[src/rtl/serstat_pkg.sv]
package serstat_pkg;
  localparam int DATA_W = 8;
  localparam int ADDR_W = DATA_W - 1;
  localparam int EXT_W  = 4;

  localparam int B_RXIF  = 7;
  localparam int B_TXIF  = 6;
  localparam int B_MATCH = 5;
  localparam int B_SRW   = 4;
  localparam int B_RXAK  = 3;
  localparam int B_SCLIF = 2;
  localparam int B_TXBE  = 1;
  localparam int B_RXBF  = 0;

  localparam logic [DATA_W-1:0] STAT_RST = 8'h0A;

  // Address compare: full address, or upper group only in extended mode.
  function automatic logic addr_hit(input logic [DATA_W-1:0] b,
                                    input logic [ADDR_W-1:0] own,
                                    input logic ext);
    logic full_eq, grp_eq;
    full_eq = (b[DATA_W-1:1] == own);
    grp_eq  = (b[DATA_W-1:DATA_W-EXT_W] == own[ADDR_W-1:ADDR_W-EXT_W]);
    return ext ? grp_eq : full_eq;
  endfunction

  // Next value of a write-zero-to-clear flag; set has priority.
  function automatic logic wzc_next(input logic q, input logic set, input logic clr);
    return set | (q & ~clr);
  endfunction
endpackage

[src/rtl/serstat_wzc_flag.sv]
module serstat_wzc_flag
  import serstat_pkg::*;
(
  input  logic clk,
  input  logic rst_n,
  input  logic en,
  input  logic set,
  input  logic clr,
  output logic q
);
  always_ff @(posedge clk or negedge rst_n) begin
    if (!rst_n)   q <= 1'b0;
    else if (!en) q <= 1'b0;
    else          q <= wzc_next(q, set, clr);
  end

  p_set_wins_r6: assert property (@(posedge clk) disable iff (!rst_n)
    (en && set) |=> q);
  p_clear_zero_r6: assert property (@(posedge clk) disable iff (!rst_n)
    (en && clr && !set) |=> !q);
  p_off_clear_r11: assert property (@(posedge clk) disable iff (!rst_n)
    (!en) |=> !q);
endmodule

[src/rtl/serstat_rxbuf.sv]
module serstat_rxbuf
  import serstat_pkg::*;
(
  input  logic              clk,
  input  logic              rst_n,
  input  logic              en,
  input  logic              rx_ev,
  input  logic              rx_is_addr,
  input  logic [DATA_W-1:0] rx_byte,
  input  logic              rx_rd,
  input  logic [ADDR_W-1:0] own_addr,
  input  logic              ext_en,
  output logic [DATA_W-1:0] rx_data,
  output logic              rxbf,
  output logic              match,
  output logic              srw,
  output logic              load_acc
);
  logic hit;

  assign load_acc = en & rx_ev & ~rxbf;
  assign hit      = addr_hit(rx_byte, own_addr, ext_en);

  always_ff @(posedge clk or negedge rst_n) begin
    if (!rst_n) begin
      rx_data <= '0;
      rxbf    <= 1'b0;
      match   <= 1'b0;
      srw     <= 1'b0;
    end else if (!en) begin
      rxbf    <= 1'b0;
      match   <= 1'b0;
      srw     <= 1'b0;
    end else if (load_acc) begin
      rx_data <= rx_byte;
      rxbf    <= 1'b1;
      if (rx_is_addr) begin
        match <= hit;
        if (hit) srw <= rx_byte[0];
      end
    end else if (rx_rd) begin
      rxbf    <= 1'b0;
    end
  end

  p_load_full_r2: assert property (@(posedge clk) disable iff (!rst_n)
    (en && rx_ev && !rxbf) |=> (rxbf && rx_data == $past(rx_byte)));
  p_drop_keeps_r3: assert property (@(posedge clk) disable iff (!rst_n)
    (rx_ev && rxbf) |=> $stable(rx_data));
  p_read_empties_r4: assert property (@(posedge clk) disable iff (!rst_n)
    (en && rx_rd && rxbf) |=> !rxbf);
  p_miss_clears_r8: assert property (@(posedge clk) disable iff (!rst_n)
    (load_acc && rx_is_addr && !hit) |=> (!match && $stable(srw)));
endmodule

[src/rtl/serstat_top.sv]
module serstat_top
  import serstat_pkg::*;
#(
  parameter int N_WZC = 3
) (
  input  logic              clk,
  input  logic              rst_n,
  input  logic              en_i,
  input  logic              ie_i,
  input  logic              ext_en_i,
  input  logic [ADDR_W-1:0] own_addr_i,
  input  logic              rx_ev_i,
  input  logic              rx_is_addr_i,
  input  logic [DATA_W-1:0] rx_byte_i,
  input  logic              tx_load_ev_i,
  input  logic              ack_ev_i,
  input  logic              nak_i,
  input  logic              scl_ev_i,
  input  logic              rx_rd_i,
  input  logic              tx_wr_i,
  input  logic              reg_wr_i,
  input  logic [DATA_W-1:0] reg_wdata_i,
  output logic [DATA_W-1:0] status_o,
  output logic [DATA_W-1:0] rx_data_o,
  output logic              irq_o
);
  localparam int WZC_POS [N_WZC] = '{B_RXIF, B_TXIF, B_SCLIF};

  logic             load_acc, rxbf, match, srw;
  logic             txbe, rxak;
  logic [N_WZC-1:0] wzc_set, wzc_clr, wzc_q;

  serstat_rxbuf u_rx (
    .clk(clk), .rst_n(rst_n), .en(en_i),
    .rx_ev(rx_ev_i), .rx_is_addr(rx_is_addr_i), .rx_byte(rx_byte_i),
    .rx_rd(rx_rd_i), .own_addr(own_addr_i), .ext_en(ext_en_i),
    .rx_data(rx_data_o), .rxbf(rxbf), .match(match), .srw(srw),
    .load_acc(load_acc)
  );

  assign wzc_set = {scl_ev_i, tx_load_ev_i, load_acc};

  for (genvar g = 0; g < N_WZC; g++) begin : g_wzc
    assign wzc_clr[g] = reg_wr_i & ~reg_wdata_i[WZC_POS[g]];
    serstat_wzc_flag u_flag (
      .clk(clk), .rst_n(rst_n), .en(en_i),
      .set(wzc_set[g]), .clr(wzc_clr[g]), .q(wzc_q[g])
    );
  end

  always_ff @(posedge clk or negedge rst_n) begin
    if (!rst_n) begin
      txbe <= STAT_RST[B_TXBE];
      rxak <= STAT_RST[B_RXAK];
    end else if (!en_i) begin
      txbe <= STAT_RST[B_TXBE];
      rxak <= STAT_RST[B_RXAK];
    end else begin
      if (tx_load_ev_i)  txbe <= 1'b1;
      else if (tx_wr_i)  txbe <= 1'b0;
      if (ack_ev_i)      rxak <= nak_i;
    end
  end

  always_comb begin
    status_o          = '0;
    status_o[B_RXIF]  = wzc_q[0];
    status_o[B_TXIF]  = wzc_q[1];
    status_o[B_SCLIF] = wzc_q[2];
    status_o[B_MATCH] = match;
    status_o[B_SRW]   = srw;
    status_o[B_RXAK]  = rxak;
    status_o[B_TXBE]  = txbe;
    status_o[B_RXBF]  = rxbf;
  end

  assign irq_o = ie_i & (|wzc_q);

  p_off_value_r11: assert property (@(posedge clk) disable iff (!rst_n)
    (!en_i) |=> (status_o == STAT_RST));
  p_txload_r5: assert property (@(posedge clk) disable iff (!rst_n)
    (en_i && tx_load_ev_i) |=> (status_o[B_TXIF] && status_o[B_TXBE]));
  p_txwr_r5: assert property (@(posedge clk) disable iff (!rst_n)
    (en_i && tx_wr_i && !tx_load_ev_i) |=> !status_o[B_TXBE]);
  p_ro_bits_r7: assert property (@(posedge clk) disable iff (!rst_n)
    (en_i && reg_wr_i && !rx_ev_i && !ack_ev_i && !tx_load_ev_i && !tx_wr_i && !rx_rd_i)
      |=> $stable({status_o[B_MATCH], status_o[B_SRW], status_o[B_RXAK],
                   status_o[B_TXBE], status_o[B_RXBF]}));
  p_ack_load_r12: assert property (@(posedge clk) disable iff (!rst_n)
    (en_i && ack_ev_i) |=> (status_o[B_RXAK] == $past(nak_i)));
  p_irq_gate_r10: assert property (@(posedge clk) disable iff (!rst_n)
    (!ie_i) |-> !irq_o);
endmodule

[config.mk]
export PLATFORM = sky130hd
export DESIGN_NAME = serstat_top
export DESIGN_NICKNAME = d
export VERILOG_FILES = /design/src/rtl/serstat_pkg.sv /design/src/rtl/serstat_wzc_flag.sv /design/src/rtl/serstat_rxbuf.sv /design/src/rtl/serstat_top.sv
export SDC_FILE = /design/constraint.sdc
export NUM_CORES = 1
export LEC_CHECK = 0
export BUFFER_PORTS_ARGS = -buffer_cell sky130_fd_sc_hd__buf_2
export CORE_AREA = 2 2 45 51
export DETAILED_ROUTE_END_ITERATION = 8
export DIE_AREA = 0 0 47 53
export GPL_ROUTABILITY_DRIVEN = 0
export HOLD_SLACK_MARGIN = 0.15
export PLACE_DENSITY_LB_ADDON = 0.1
export SLEW_MARGIN = 20
export SYNTH_ARGS = -nofsm -noshare
export SYNTH_HDL_FRONTEND = slang
export SYNTH_HIERARCHICAL = 1
export SYNTH_SLANG_ARGS = --single-unit
export TNS_END_PERCENT = 100
[constraint.sdc]
create_clock -name clk -period 2.1 [get_ports clk]
set_input_delay 0.105 -clock clk [delete_from_list [all_inputs] [get_ports clk]]
set_output_delay 0.105 -clock clk [all_outputs]
set_load 0.005 [all_outputs]
==> qor.yml <==
run_status:
  status: "finished clean"
synth:
  netlist_area_um2: 821
  avgSynthCellArea_um2: 10.4
  ys_ff_latch: 16
  ys_types: 21
  ys_seq_area_share_pct: 49.1
  syn_nets: 116
  synthCells: 79
  ys_warn_count: 6
routing:
  via_per_inst: 4.51
  drc: 0
  ant_nets: 0
  vias: 772
  drt-total-wl_mm: 1.94
  drt_first_iter_violations: 5
  wl_per_cell_um: 11.4
  firstDrtPassIters: 3
final_layout:
  drive_above_1_share_pct: 42.7
  diodes: 0
  area_delta_synth_final_pct: 52.9
  utilization_pct: 64.1
  nets: 181
run:
  cap_violations: 0
setup_path:
  r2r_slack_ps: 740
  worst_r2r_path_depth: 5
  required_ps: 2330
  r2r_end: "u_rx/srw$_DFFE_PN0P_"
  r2r_start: "u_rx/rxbf$_DFFE_PN0P_"
  path_max_fanout: 10
  critPathLaunch: "en_i"
  end_kind: "register"
  worstSetupStartpointType: "input port"
  cp.arrival_ps: 1690
  crit_type: "input port to register"
  cp-endpoint: "u_rx/srw$_DFFE_PN0P_"
clocking:
  post_cts_buffers: 0
  cts_hold_buf: 17
  clockRootBuffer: "clkbuf_4"
  h-tree-depth: 1
  cts_buffers: 3
  cts.path.max_buffers: 2
  clk_pin_slew_ps: 100
  cts-resized-gates: 0
  clk_latency_ps: 290
  cts_tree: "built"
  cts.sinks: 16
timing:
  max_slew.worst_pin.slew_ps: 350
  hold_viol: 0
  min_period_ps: 1460
  setup-tns-final_ps: 0
  setup_viol: 0
  max_freq_mhz: 683
  min_period_over_period_pct: 69.7
  maxSlewViolCount: 0
  worst_slack_ps: 636
  rsz0062_at_grt: "false"
  skew_ps: 11.4
  slew_headroom_pct: 76.7
min_path:
  hp-class: "input port to register"
power:
  powerDensity_nw_per_um2: 565
  power_leakage_uw: 0.000663
  ir_drop_v: 0.000394
floorplan:
  rows: 17
  die_w_um: 47
  die_h_um: 53
  die_area_um2: 2490
  coreArea_um2: 1960
  initial_core_util_pct: 41.9
  boundaryPins: 54
global_route:
  grt_pass1_wl_mm: 3.29
  grt_max_degree: 17
  first_global_vias: 820
  grt_overflow: 0
  antenna_found_initial: 0
  grt.total_usage_pct: 19.0
placed_design:
  portBuffers: 48
  preCtsSetupSlack_ps: 727
  place_hpwl_mm: 1.34
-- stage by stage --
step	power, uW	instances	hold slack (ps)	instance area, um^2
after floorplan	436	79	-191	821
after global placement	515	150	40.4	1060
after detailed placement	519	150	38.1	1060
after CTS	718	171	151	1250
after global routing	756	171	155	1250
final	709	171	159	1250
-- critical path, cell delays in order --
cell,delay [ps]
dlygate4sd3_1,530
buf_2,230
nand3b_4,190
inv_6,140
nand2_4,60
nor3_2,220
mux2i_1,200
-- worst min-delay path by stage --
stage	start	endpoint	slack, ps	cells after the start
after floorplan	rst_n	g_wzc[0].u_flag/q$_DFF_PN0_	-190	0
after global placement	rst_n	u_rx/rxbf$_DFFE_PN0P_	40	1
after detailed placement	rst_n	g_wzc[1].u_flag/q$_DFF_PN0_	40	1
after CTS	rx_rd_i	u_rx/rxbf$_DFFE_PN0P_	150	3
after global routing	rx_rd_i	u_rx/rxbf$_DFFE_PN0P_	160	3
final	rx_rd_i	u_rx/rxbf$_DFFE_PN0P_	160	3
-- state kept, by name, indices dropped and copies added (netlist names) --
signal          flops
g_wzc.u_flag/q      3
u_rx/rxbf           1
txbe                1
u_rx/srw            1
u_rx/rx_data        8
rxak                1
u_rx/match          1
-- cell usage in the layout, fill, tap and decap left out, drive strengths merged --
cell / synthesis / routed
nand4: 1 / 1
dlygate4sd3: 0 / 17
buf: 5 / 48
clkbuf: 0 / 4
nor2b: 6 / 6
a31o: 1 / 1
dfrtp: 14 / 14
and2: 1 / 1
inv: 2 / 2
nor3: 1 / 1
o21a: 3 / 3
nand2b: 1 / 1
mux2i: 3 / 3
o31a: 1 / 1
nand3b: 2 / 2
nand2: 28 / 28
dfstp: 2 / 2
xnor2: 7 / 7
a31oi: 1 / 1
-- Yosys cell counts (all sizes together) --
master	instances	area share [%]
nand2	28	14
dfrtp	14	43
xnor2	7	7.5
nor2b	6	7.3
buf	5	4.6
mux2i	3	3.7
o21a	3	2.7
dfstp	2	6.4
inv	2	1.5
nand3b	2	3.4
a31o	1	1.1
a31oi	1	0.76
and2	1	0.91
nand2b	1	0.76
nand4	1	0.76
nor3	1	1.2
o31a	1	1.1
-- area by class of cell --
cell class              count  area (um^2)
repair buffers             65          410
flip-flops and latches     16          403
fillers                   180          702
inverters                   2         12.5
clock buffers               4         26.3
multi-input cells          56          368
well taps                  28         35.0
-- logic make-up after synthesis --
group | count (synthesis) | synth area share [%]
AO/OA/AOI/OAI | 6 | 5.64
AND/OR/NAND/NOR | 40 | 28.1
multiplexers | 3 | 3.66
XOR/XNOR | 7 | 7.47
buffers and inverters | 7 | 6.10
flip-flops | 16 | 49.1
-- metal layers --
metal	wire (um)	vias up	global-route usage, %
met5	0	-	0
met4	31	0	8.33
met3	114	4	3.75
met2	1060	33	36.1
met1	730	358	19.1
li1	-	377	-
-- power by group --
group / total, uW / switching, uW / internal [uW] / leakage, uW
Clock: 172 / 98.0 / 73.9 / 0.0000150
Sequential: 360 / 18.2 / 342 / 0.000200
Combinational: 177 / 75.1 / 102 / 0.000448
No activity file was read; power rests on OpenSTA's default activity.
